--- src/rtl/cic_pkg.sv ---
`timescale 1ns/1ps
package cic_pkg;
  // Register view selected by the two upper address bits.
  typedef enum logic [1:0] {
    VIEW_EN  = 2'd0,
    VIEW_CLR = 2'd1,
    VIEW_RAW = 2'd2,
    VIEW_MSK = 2'd3
  } view_e;
endpackage

--- src/rtl/cic_lane.sv ---
`timescale 1ns/1ps
// Per-channel sticky flags, per-event enables and request.
module cic_lane #(
  parameter int EV_W = 6
) (
  input  logic            clk,
  input  logic            rst_n,
  input  logic [EV_W-1:0] ev_i,
  input  logic            en_we_i,
  input  logic [EV_W-1:0] en_wdata_i,
  input  logic [EV_W-1:0] clr_mask_i,
  input  logic            top_en_i,
  output logic [EV_W-1:0] raw_o,
  output logic [EV_W-1:0] en_o,
  output logic [EV_W-1:0] msk_o,
  output logic            req_o
);
  always_ff @(posedge clk or negedge rst_n) begin
    if (!rst_n) begin
      raw_o <= '0;
      en_o  <= '0;
    end else begin
      // a pulse in the clearing cycle keeps the flag set
      raw_o <= ev_i | (raw_o & ~clr_mask_i);
      if (en_we_i) en_o <= en_wdata_i;
    end
  end

  assign msk_o = raw_o & en_o;
  assign req_o = top_en_i & (|msk_o);
endmodule

--- src/rtl/cic_regif.sv ---
`timescale 1ns/1ps
// Address decode, channel enable register and read mux.
module cic_regif import cic_pkg::*; #(
  parameter int NUM_CH     = 10,
  parameter int EV_W       = 6,
  parameter int CH_PER_REG = 4,
  parameter int DATA_W     = 32,
  parameter int ADDR_W     = 4
) (
  input  logic                   clk,
  input  logic                   rst_n,
  input  logic                   wr_i,
  input  logic [ADDR_W-1:0]      addr_i,
  input  logic [DATA_W-1:0]      wdata_i,
  input  logic [NUM_CH*EV_W-1:0] raw_i,
  input  logic [NUM_CH*EV_W-1:0] msk_i,
  input  logic [NUM_CH*EV_W-1:0] en_i,
  output logic [NUM_CH-1:0]      en_we_o,
  output logic [NUM_CH*EV_W-1:0] en_wdata_o,
  output logic [NUM_CH*EV_W-1:0] clr_mask_o,
  output logic [NUM_CH-1:0]      top_en_o,
  output logic [DATA_W-1:0]      rdata_o
);
  localparam int IDX_W  = ADDR_W - 2;
  localparam int LANE_W = DATA_W / CH_PER_REG;
  localparam logic [IDX_W-1:0] TOP_IDX = {IDX_W{1'b1}};

  view_e            view;
  logic [IDX_W-1:0] idx;
  logic             top_sel;
  logic [DATA_W-1:0] part [NUM_CH];
  logic             unused_wbits;

  assign view    = view_e'(addr_i[ADDR_W-1 -: 2]);
  assign idx     = addr_i[IDX_W-1:0];
  assign top_sel = (view == VIEW_EN) && (idx == TOP_IDX);
  assign unused_wbits = ^wdata_i;

  for (genvar c = 0; c < NUM_CH; c++) begin : g_ch
    localparam int REG_IX = c / CH_PER_REG;
    localparam int LANE   = c % CH_PER_REG;
    logic            hit;
    logic [EV_W-1:0] wsl;
    logic [EV_W-1:0] rsel;

    assign hit = (idx == IDX_W'(REG_IX));
    assign wsl = wdata_i[LANE*LANE_W +: EV_W];

    assign en_we_o[c]                  = wr_i && (view == VIEW_EN) && hit;
    assign en_wdata_o[c*EV_W +: EV_W]  = wsl;
    assign clr_mask_o[c*EV_W +: EV_W]  =
      (wr_i && (view == VIEW_CLR) && hit) ? wsl : '0;

    always_comb begin
      case (view)
        VIEW_EN:  rsel = en_i[c*EV_W +: EV_W];
        VIEW_RAW: rsel = raw_i[c*EV_W +: EV_W];
        VIEW_MSK: rsel = msk_i[c*EV_W +: EV_W];
        default:  rsel = '0;
      endcase
    end

    assign part[c] = hit ? (DATA_W'(rsel) << (LANE*LANE_W)) : '0;
  end

  always_ff @(posedge clk or negedge rst_n) begin
    if (!rst_n)              top_en_o <= '0;
    else if (wr_i && top_sel) top_en_o <= wdata_i[NUM_CH-1:0];
  end

  always_comb begin
    rdata_o = '0;
    for (int c = 0; c < NUM_CH; c++) rdata_o = rdata_o | part[c];
    if (top_sel) rdata_o[NUM_CH-1:0] = top_en_o;
  end
endmodule

--- src/rtl/cic_combine.sv ---
`timescale 1ns/1ps
// OR of channel requests into the registered interrupt line.
module cic_combine #(
  parameter int NUM_CH = 10
) (
  input  logic              clk,
  input  logic              rst_n,
  input  logic [NUM_CH-1:0] req_i,
  output logic              irq_o
);
  always_ff @(posedge clk or negedge rst_n) begin
    if (!rst_n) irq_o <= 1'b0;
    else        irq_o <= |req_i;
  end
endmodule

--- src/rtl/chan_irq_collector.sv ---
`timescale 1ns/1ps
module chan_irq_collector #(
  parameter int NUM_CH     = 10,
  parameter int EV_W       = 6,
  parameter int CH_PER_REG = 4,
  parameter int DATA_W     = 32,
  parameter int ADDR_W     = 4
) (
  input  logic                   clk,
  input  logic                   rst_n,
  input  logic [NUM_CH*EV_W-1:0] ev_pulse_i,
  input  logic                   reg_wr_i,
  input  logic [ADDR_W-1:0]      reg_addr_i,
  input  logic [DATA_W-1:0]      reg_wdata_i,
  output logic [DATA_W-1:0]      reg_rdata_o,
  output logic                   irq_o
);
  localparam int FLAG_W = NUM_CH * EV_W;

  logic [FLAG_W-1:0] raw_vec, msk_vec, en_vec, en_wdata, clr_mask;
  logic [NUM_CH-1:0] en_we, top_en, req;

  cic_regif #(
    .NUM_CH(NUM_CH), .EV_W(EV_W), .CH_PER_REG(CH_PER_REG),
    .DATA_W(DATA_W), .ADDR_W(ADDR_W)
  ) u_regif (
    .clk(clk), .rst_n(rst_n),
    .wr_i(reg_wr_i), .addr_i(reg_addr_i), .wdata_i(reg_wdata_i),
    .raw_i(raw_vec), .msk_i(msk_vec), .en_i(en_vec),
    .en_we_o(en_we), .en_wdata_o(en_wdata), .clr_mask_o(clr_mask),
    .top_en_o(top_en), .rdata_o(reg_rdata_o)
  );

  for (genvar c = 0; c < NUM_CH; c++) begin : g_lane
    cic_lane #(.EV_W(EV_W)) u_lane (
      .clk(clk), .rst_n(rst_n),
      .ev_i(ev_pulse_i[c*EV_W +: EV_W]),
      .en_we_i(en_we[c]),
      .en_wdata_i(en_wdata[c*EV_W +: EV_W]),
      .clr_mask_i(clr_mask[c*EV_W +: EV_W]),
      .top_en_i(top_en[c]),
      .raw_o(raw_vec[c*EV_W +: EV_W]),
      .en_o(en_vec[c*EV_W +: EV_W]),
      .msk_o(msk_vec[c*EV_W +: EV_W]),
      .req_o(req[c])
    );
  end

  cic_combine #(.NUM_CH(NUM_CH)) u_combine (
    .clk(clk), .rst_n(rst_n), .req_i(req), .irq_o(irq_o)
  );
endmodule

--- config.mk ---
export PLATFORM = sky130hd
export DESIGN_NAME = chan_irq_collector
export DESIGN_NICKNAME = d
export VERILOG_FILES = /design/src/rtl/cic_pkg.sv /design/src/rtl/cic_lane.sv /design/src/rtl/cic_regif.sv /design/src/rtl/cic_combine.sv /design/src/rtl/chan_irq_collector.sv
export SDC_FILE = /design/constraint.sdc
export NUM_CORES = 1
export LEC_CHECK = 0
export ABC_AREA = 1
export BUFFER_PORTS_ARGS = -buffer_cell sky130_fd_sc_hd__clkbuf_2
export CELL_PAD_IN_SITES_DETAIL_PLACEMENT = 1
export CELL_PAD_IN_SITES_GLOBAL_PLACEMENT = 2
export CORE_MARGIN = 4
export CORE_UTILIZATION = 35
export CTS_BUF_LIST = sky130_fd_sc_hd__clkbuf_8
export DETAILED_ROUTE_END_ITERATION = 10
export PLACE_DENSITY = 0.89
export SLEW_MARGIN = 20
export SYNTH_ARGS = -nofsm -noshare
export SYNTH_HDL_FRONTEND = slang
export SYNTH_SLANG_ARGS = --single-unit
--- constraint.sdc ---
create_clock -name clk -period 2.3 [get_ports clk]
set_clock_uncertainty 0.15 [all_clocks]
set_input_delay 0.115 -clock clk [delete_from_list [all_inputs] [get_ports clk]]
set_output_delay 0.115 -clock clk [all_outputs]
set_load 0.02 [all_outputs]
; ---- Word-level counts from Yosys, hierarchy flattened
; Index checks and enable logic that the tools add are counted.
; W data, S select, Z words.
[word_totals]
reg_bits = 131
elab_cells = 141
[classes]
eq_ne = 6
mux = 31
n_bitwise = 59
reduce_logical = 23
[op_table]
columns = operator, n
row1 = $or A32 B32 Y32, 9
row2 = $pmux W6 S3, 10
row3 = $and A6 B6 Y6, 20
row4 = $mux W6, 13
row5 = $mux W30, 2
row6 = $not A6 Y6, 10
row7 = $or A6 B6 Y6, 10
row8 = $reduce_or A6 Y1, 10
row9 = $mux W22, 2
row10 = $mux W14, 3
row11 = $and A1 B1 Y1, 10
row12 = $logic_and A1 B1 Y1, 10
row13 = $mux W10, 1
row14 = $reduce_or A10 Y1, 1
row15 = $eq A2 B2 Y1 const B, 4
row16 = $eq A2 B1 Y1 const B, 2
row17 = $logic_not A2 Y1, 2

; ---- Depth between registers and ports, before layout
[depth]
word_depth = 13
mapped_depth = 8
ltp_nobuf = 8

; ---- Cells and area by module
; From an unflattened synthesis, not the netlist that was laid out.
[hier_totals]
cells_unflattened = 1106
area_unflattened_um2 = 8485.6
[modules_own_cells]
columns = mod, n_inst, cells_each, area_per_inst_um2, seq_area_each_um2
row1 = cic_lane, 10, 50, 541.8, 300.3
row2 = cic_regif, 1, 596, 3004.1, 250.2
row3 = cic_combine, 1, 10, 63.8, 25.0

; ---- Least setup slack after synthesis
; No wires, ideal clock.
[synth_timing]
path_kind = input-to-output
start = input port reg_addr_i[3]
end = output port reg_rdata_o[24]
arrival_ps = 1256
t_required_ps = 2035
setup_slack_ps = 779
cell_stages = 6
cell_sequence = buf_2 inv_2 nor2_2 buf_2 o21ai_0 o21ai_0
[synth_between]
elab_chain_len = 10
word_cells_on_any_way = 14
cone_classes = 2 x eq/ne / 4 x mux / 7 x bitwise / 1 x reduce/logical
[synth_rtl]
columns = element, line
row1 = start: declaration, chan_irq_collector.sv:13  ; input logic [ADDR_W-1:0] reg_addr_i,
row2 = $eq A2 B2 Y1 / $logic_not A2 Y1 (equally long branches), cic_regif.sv:55  ; case (view)
row3 = $pmux W6 S3, cic_regif.sv:55
row4 = $mux W30, cic_regif.sv:63  ; assign part[c] = hit ? (DATA_W'(rsel) << (LANE*LANE_W)) : '0;
row5 = $or A32 B32 Y32 (4 in series), cic_regif.sv:73  ; for (int c = 0; c < NUM_CH; c++) rdata_o = rdata_o | part[c];
row6 = $or A32 B32 Y32 * (3 in series), cic_regif.sv:73
row7 = end: declaration, chan_irq_collector.sv:15  ; output logic [DATA_W-1:0] reg_rdata_o,
; Every way passes the cells marked *; elsewhere a longest branch is shown, timed or not.

; ---- Worst setup path in the final report
[layout_timing]
start = input port reg_addr_i[0]
end = register g_lane[9].u_lane.raw_o[3]
[layout_between]
elab_chain_len = 6
[layout_rtl]
columns = element, line
row1 = $eq A2 B2 Y1, cic_regif.sv:46  ; assign hit = (idx == IDX_W'(REG_IX));
row2 = $logic_and A1 B1 Y1, cic_regif.sv:52  ; (wr_i && (view == VIEW_CLR) && hit) ? wsl : '0;
row3 = $mux W6, cic_regif.sv:52
row4 = $not A6 Y6, cic_lane.sv:24  ; raw_o <= ev_i | (raw_o & ~clr_mask_i);
row5 = $and A6 B6 Y6, cic_lane.sv:24
row6 = $or A6 B6 Y6, cic_lane.sv:24
row7 = end signal: assignment, cic_lane.sv:24
row8 = end: declaration, cic_lane.sv:13  ; output logic [EV_W-1:0] raw_o,
; No other way between the ends.
; A chain may end at the register's enable or synchronous reset.

==> impl_metrics.json <==
{
  "status": "finished, final reports clean",
  "ant_nets": 0,
  "synth_edf_count": 0,
  "grt_pass1_vias": 7373,
  "dp_cells": 1187,
  "required_ns": 2.48,
  "row_count": 49,
  "tns_ns": 0,
  "antenna_found_initial": 0,
  "drv_slew": 0,
  "worstPathMaxFanout": 12,
  "regArea_um2": 3278,
  "endpoint_kind": "register",
  "cts_buffer_depth": 2,
  "worstMarginPinSlew_ns": 0.6505,
  "grt_pass1_wl_mm": 38.65,
  "wl_mm": 23.61,
  "die_w_um": 144.3,
  "syn_avg_cell_area_um2": 7.591,
  "reg2reg_from": "g_lane[1].u_lane.raw_o[2]",
  "ys_ff_latch": 131,
  "p_leak_nw": 4.392,
  "synthCells": 856,
  "maxSlewHeadroom": 0.5653,
  "vdd_ir_drop_max_mv": 0.3594,
  "critical_path_class": "in2reg",
  "cts_sinks": 131,
  "portBuffers": 119,
  "ys_seq_area_frac": 0.5045,
  "start_util": 0.3593,
  "post_cts_buffers": 0,
  "cp-start-kind": "primary input",
  "grt_overflow": 0,
  "gp_congestion": 0.8114,
  "die_area_um2": 20810,
  "fin_ws_ns": 0.3533,
  "drtIter0Drc": 323,
  "dominantRegCellSynth": "dfrtp_1",
  "drt_pre_antenna_iters": 4,
  "swShare": 0.3055,
  "yosysTopAreaCellShare": 0.5045,
  "fillers": 2219,
  "p_seq_frac": 0.443,
  "cts-hold-fix-buffers": 147,
  "num_antenna_cells": 0,
  "dp_hpwl_mm": 14.92,
  "r2r_slack_ns": 0.83,
  "r2r-end": "u_combine.irq_o",
  "cts_resized": 0,
  "cts_tree": "yes",
  "clk_pin_slew_ns": 0.08,
  "synth_largest_area_cell": "dfrtp_1",
  "grt_usage": 0.2406,
  "dpl-instance-area_um2": 7398,
  "post-place-ws_ns": 0.5021,
  "power.switching_mw": 1.917,
  "min_period_over_period": 0.8464,
  "drc": 0,
  "numCtsBuffers": 17,
  "synth_cell_type_count": 22,
  "r2r_cells": 8,
  "power.internal_mw": 4.359,
  "hold_class": "in2async",
  "viasPerCell": 5.051,
  "max_cap_violations": 0,
  "final-hold-violation-count": 0,
  "arrival_ns": 2.13,
  "setup_viol": 0,
  "synth_most_common_cell": "nand2_1",
  "synth_area_leaders": "dfrtp_1, nand2_1, o21ai_0",
  "fp.dieH_um": 144.3,
  "cts_max_level": 4,
  "area_growth_pct": 43.52,
  "wl_per_cell_um": 17.28,
  "stdcell_count": 1366,
  "pwr-share-clk": 0.356,
  "num-nets-final": 1223,
  "vias": 6899,
  "rsz0062_at_grt": "false",
  "clkLatencyLatePin_ns": 0.45,
  "stdcell_area_um2": 9325,
  "ys_warn_count": 0,
  "clockRootBuffer": "clkbuf_8",
  "io_pins": 132,
  "combPwrFrac": 0.201,
  "core_um2": 18090,
  "ys_top_cells_by_count": "nand2_1, o21ai_0, dfrtp_1",
  "async_flop_share": 1.000,
  "grt_max_degree": 49,
  "fin_crit_ns": 1.947,
  "drive_gt1_frac": 0.1583,
  "max_freq_mhz": 513.7,
  "p_per_area_nw_per_um2": 673.0,
  "syn_area_um2": 6497,
  "multi_input_area_um2": 2646,
  "fin_util": 0.5156
}
## worst max-delay path, stage by stage
cell,delay [ns]
clkbuf_2,0.10
inv_1,0.09
nand2_1,0.22
inv_1,0.25
nand2_1,0.37
o21ai_0,0.31
nand2_1,0.07
dlygate4sd3_1,0.58
## cell usage in the layout, fill, tap and decap left out, drive strengths merged
cell / netlist / routed
clkinv: 1 / 4
nand4: 8 / 8
o21ai: 165 / 165
conb: 1 / 6
bufinv: 0 / 4
o211ai: 27 / 27
clkinvlp: 0 / 4
o221ai: 12 / 12
dfrtp: 131 / 131
dlygate4sd3: 0 / 147
nor3: 2 / 2
inv: 98 / 99
buf: 26 / 25
nand2: 308 / 308
a21oi: 27 / 27
clkbuf: 20 / 138
nand3: 7 / 7
nor2: 23 / 23
## through the flow
stage / hold WS, ns / total power [mW]
after floorplan: -0.3306 / 3.464
after global placement: 0.02157 / 3.895
after detailed placement: 0.01940 / 3.930
after CTS: 0.07325 / 6.314
after global routing: 0.1063 / 6.648
final: 0.07071 / 6.276
## worst max path at each step
stage	start	endpoint	slack [ns]	cells after the start
after floorplan	reg_addr_i[3]	reg_rdata_o[24]	0.78	6
after global placement	reg_addr_i[3]	reg_rdata_o[5]	0.56	7
after detailed placement	reg_addr_i[3]	u_regif.top_en_o[9]	0.50	7
after CTS	reg_addr_i[0]	g_lane[8].u_lane.raw_o[4]	0.47	8
after global routing	reg_addr_i[0]	g_lane[9].u_lane.raw_o[2]	0.22	8
final	reg_addr_i[0]	g_lane[9].u_lane.raw_o[3]	0.35	8
## cells by family (layout without fill, tap and decap cells)
| group | Yosys count | after routing | share of synthesized area |
|---|---|---|---|
| AO/OA/AOI/OAI | 231 | 231 | 0.1953 |
| buffers and inverters | 145 | 421 | 0.09185 |
| flip-flops | 131 | 131 | 0.5045 |
| other | 1 | 6 | 0.0005771 |
| AND/OR/NAND/NOR | 348 | 348 | 0.2078 |
## registers in the layout, summed over array words and instances (netlist names)
| register | cells |
|---|---|
| u_combine.irq_o | 1 |
| u_regif.top_en_o | 10 |
| g_lane.u_lane.raw_o | 60 |
| g_lane.u_lane.en_o | 60 |
## metal layers
layer | share of wire | track usage | wire (um) | vias up
li1 | - | - | - | 3294
met1 | 0.44 | 0.3132 | 10510 | 3430
met2 | 0.50 | 0.4167 | 11830 | 145
met3 | 0.035 | 0.03770 | 826 | 30
met4 | 0.019 | 0.06824 | 443 | 0
met5 | 0 | 0 | 0 | -
## power by group through the flow
stage | clock, mW | combinational (mW) | sequential [mW]
after floorplan | 0 | 0.701 | 2.76
after global placement | 0 | 1.08 | 2.81
after detailed placement | 0 | 1.11 | 2.82
final | 2.24 | 1.26 | 2.78
after CTS | 2.28 | 1.26 | 2.77
after global routing | 2.39 | 1.44 | 2.82
## cell type report
class	instances	area share
multi-input combinational	585	0.2838
tap	229	0.03073
clock inverter	12	0.01932
sequential	131	0.3515
inverter	99	0.03985
clock buffer	20	0.02952
timing repair buffer	290	0.2453
Power figures use the tool's default switching activity.
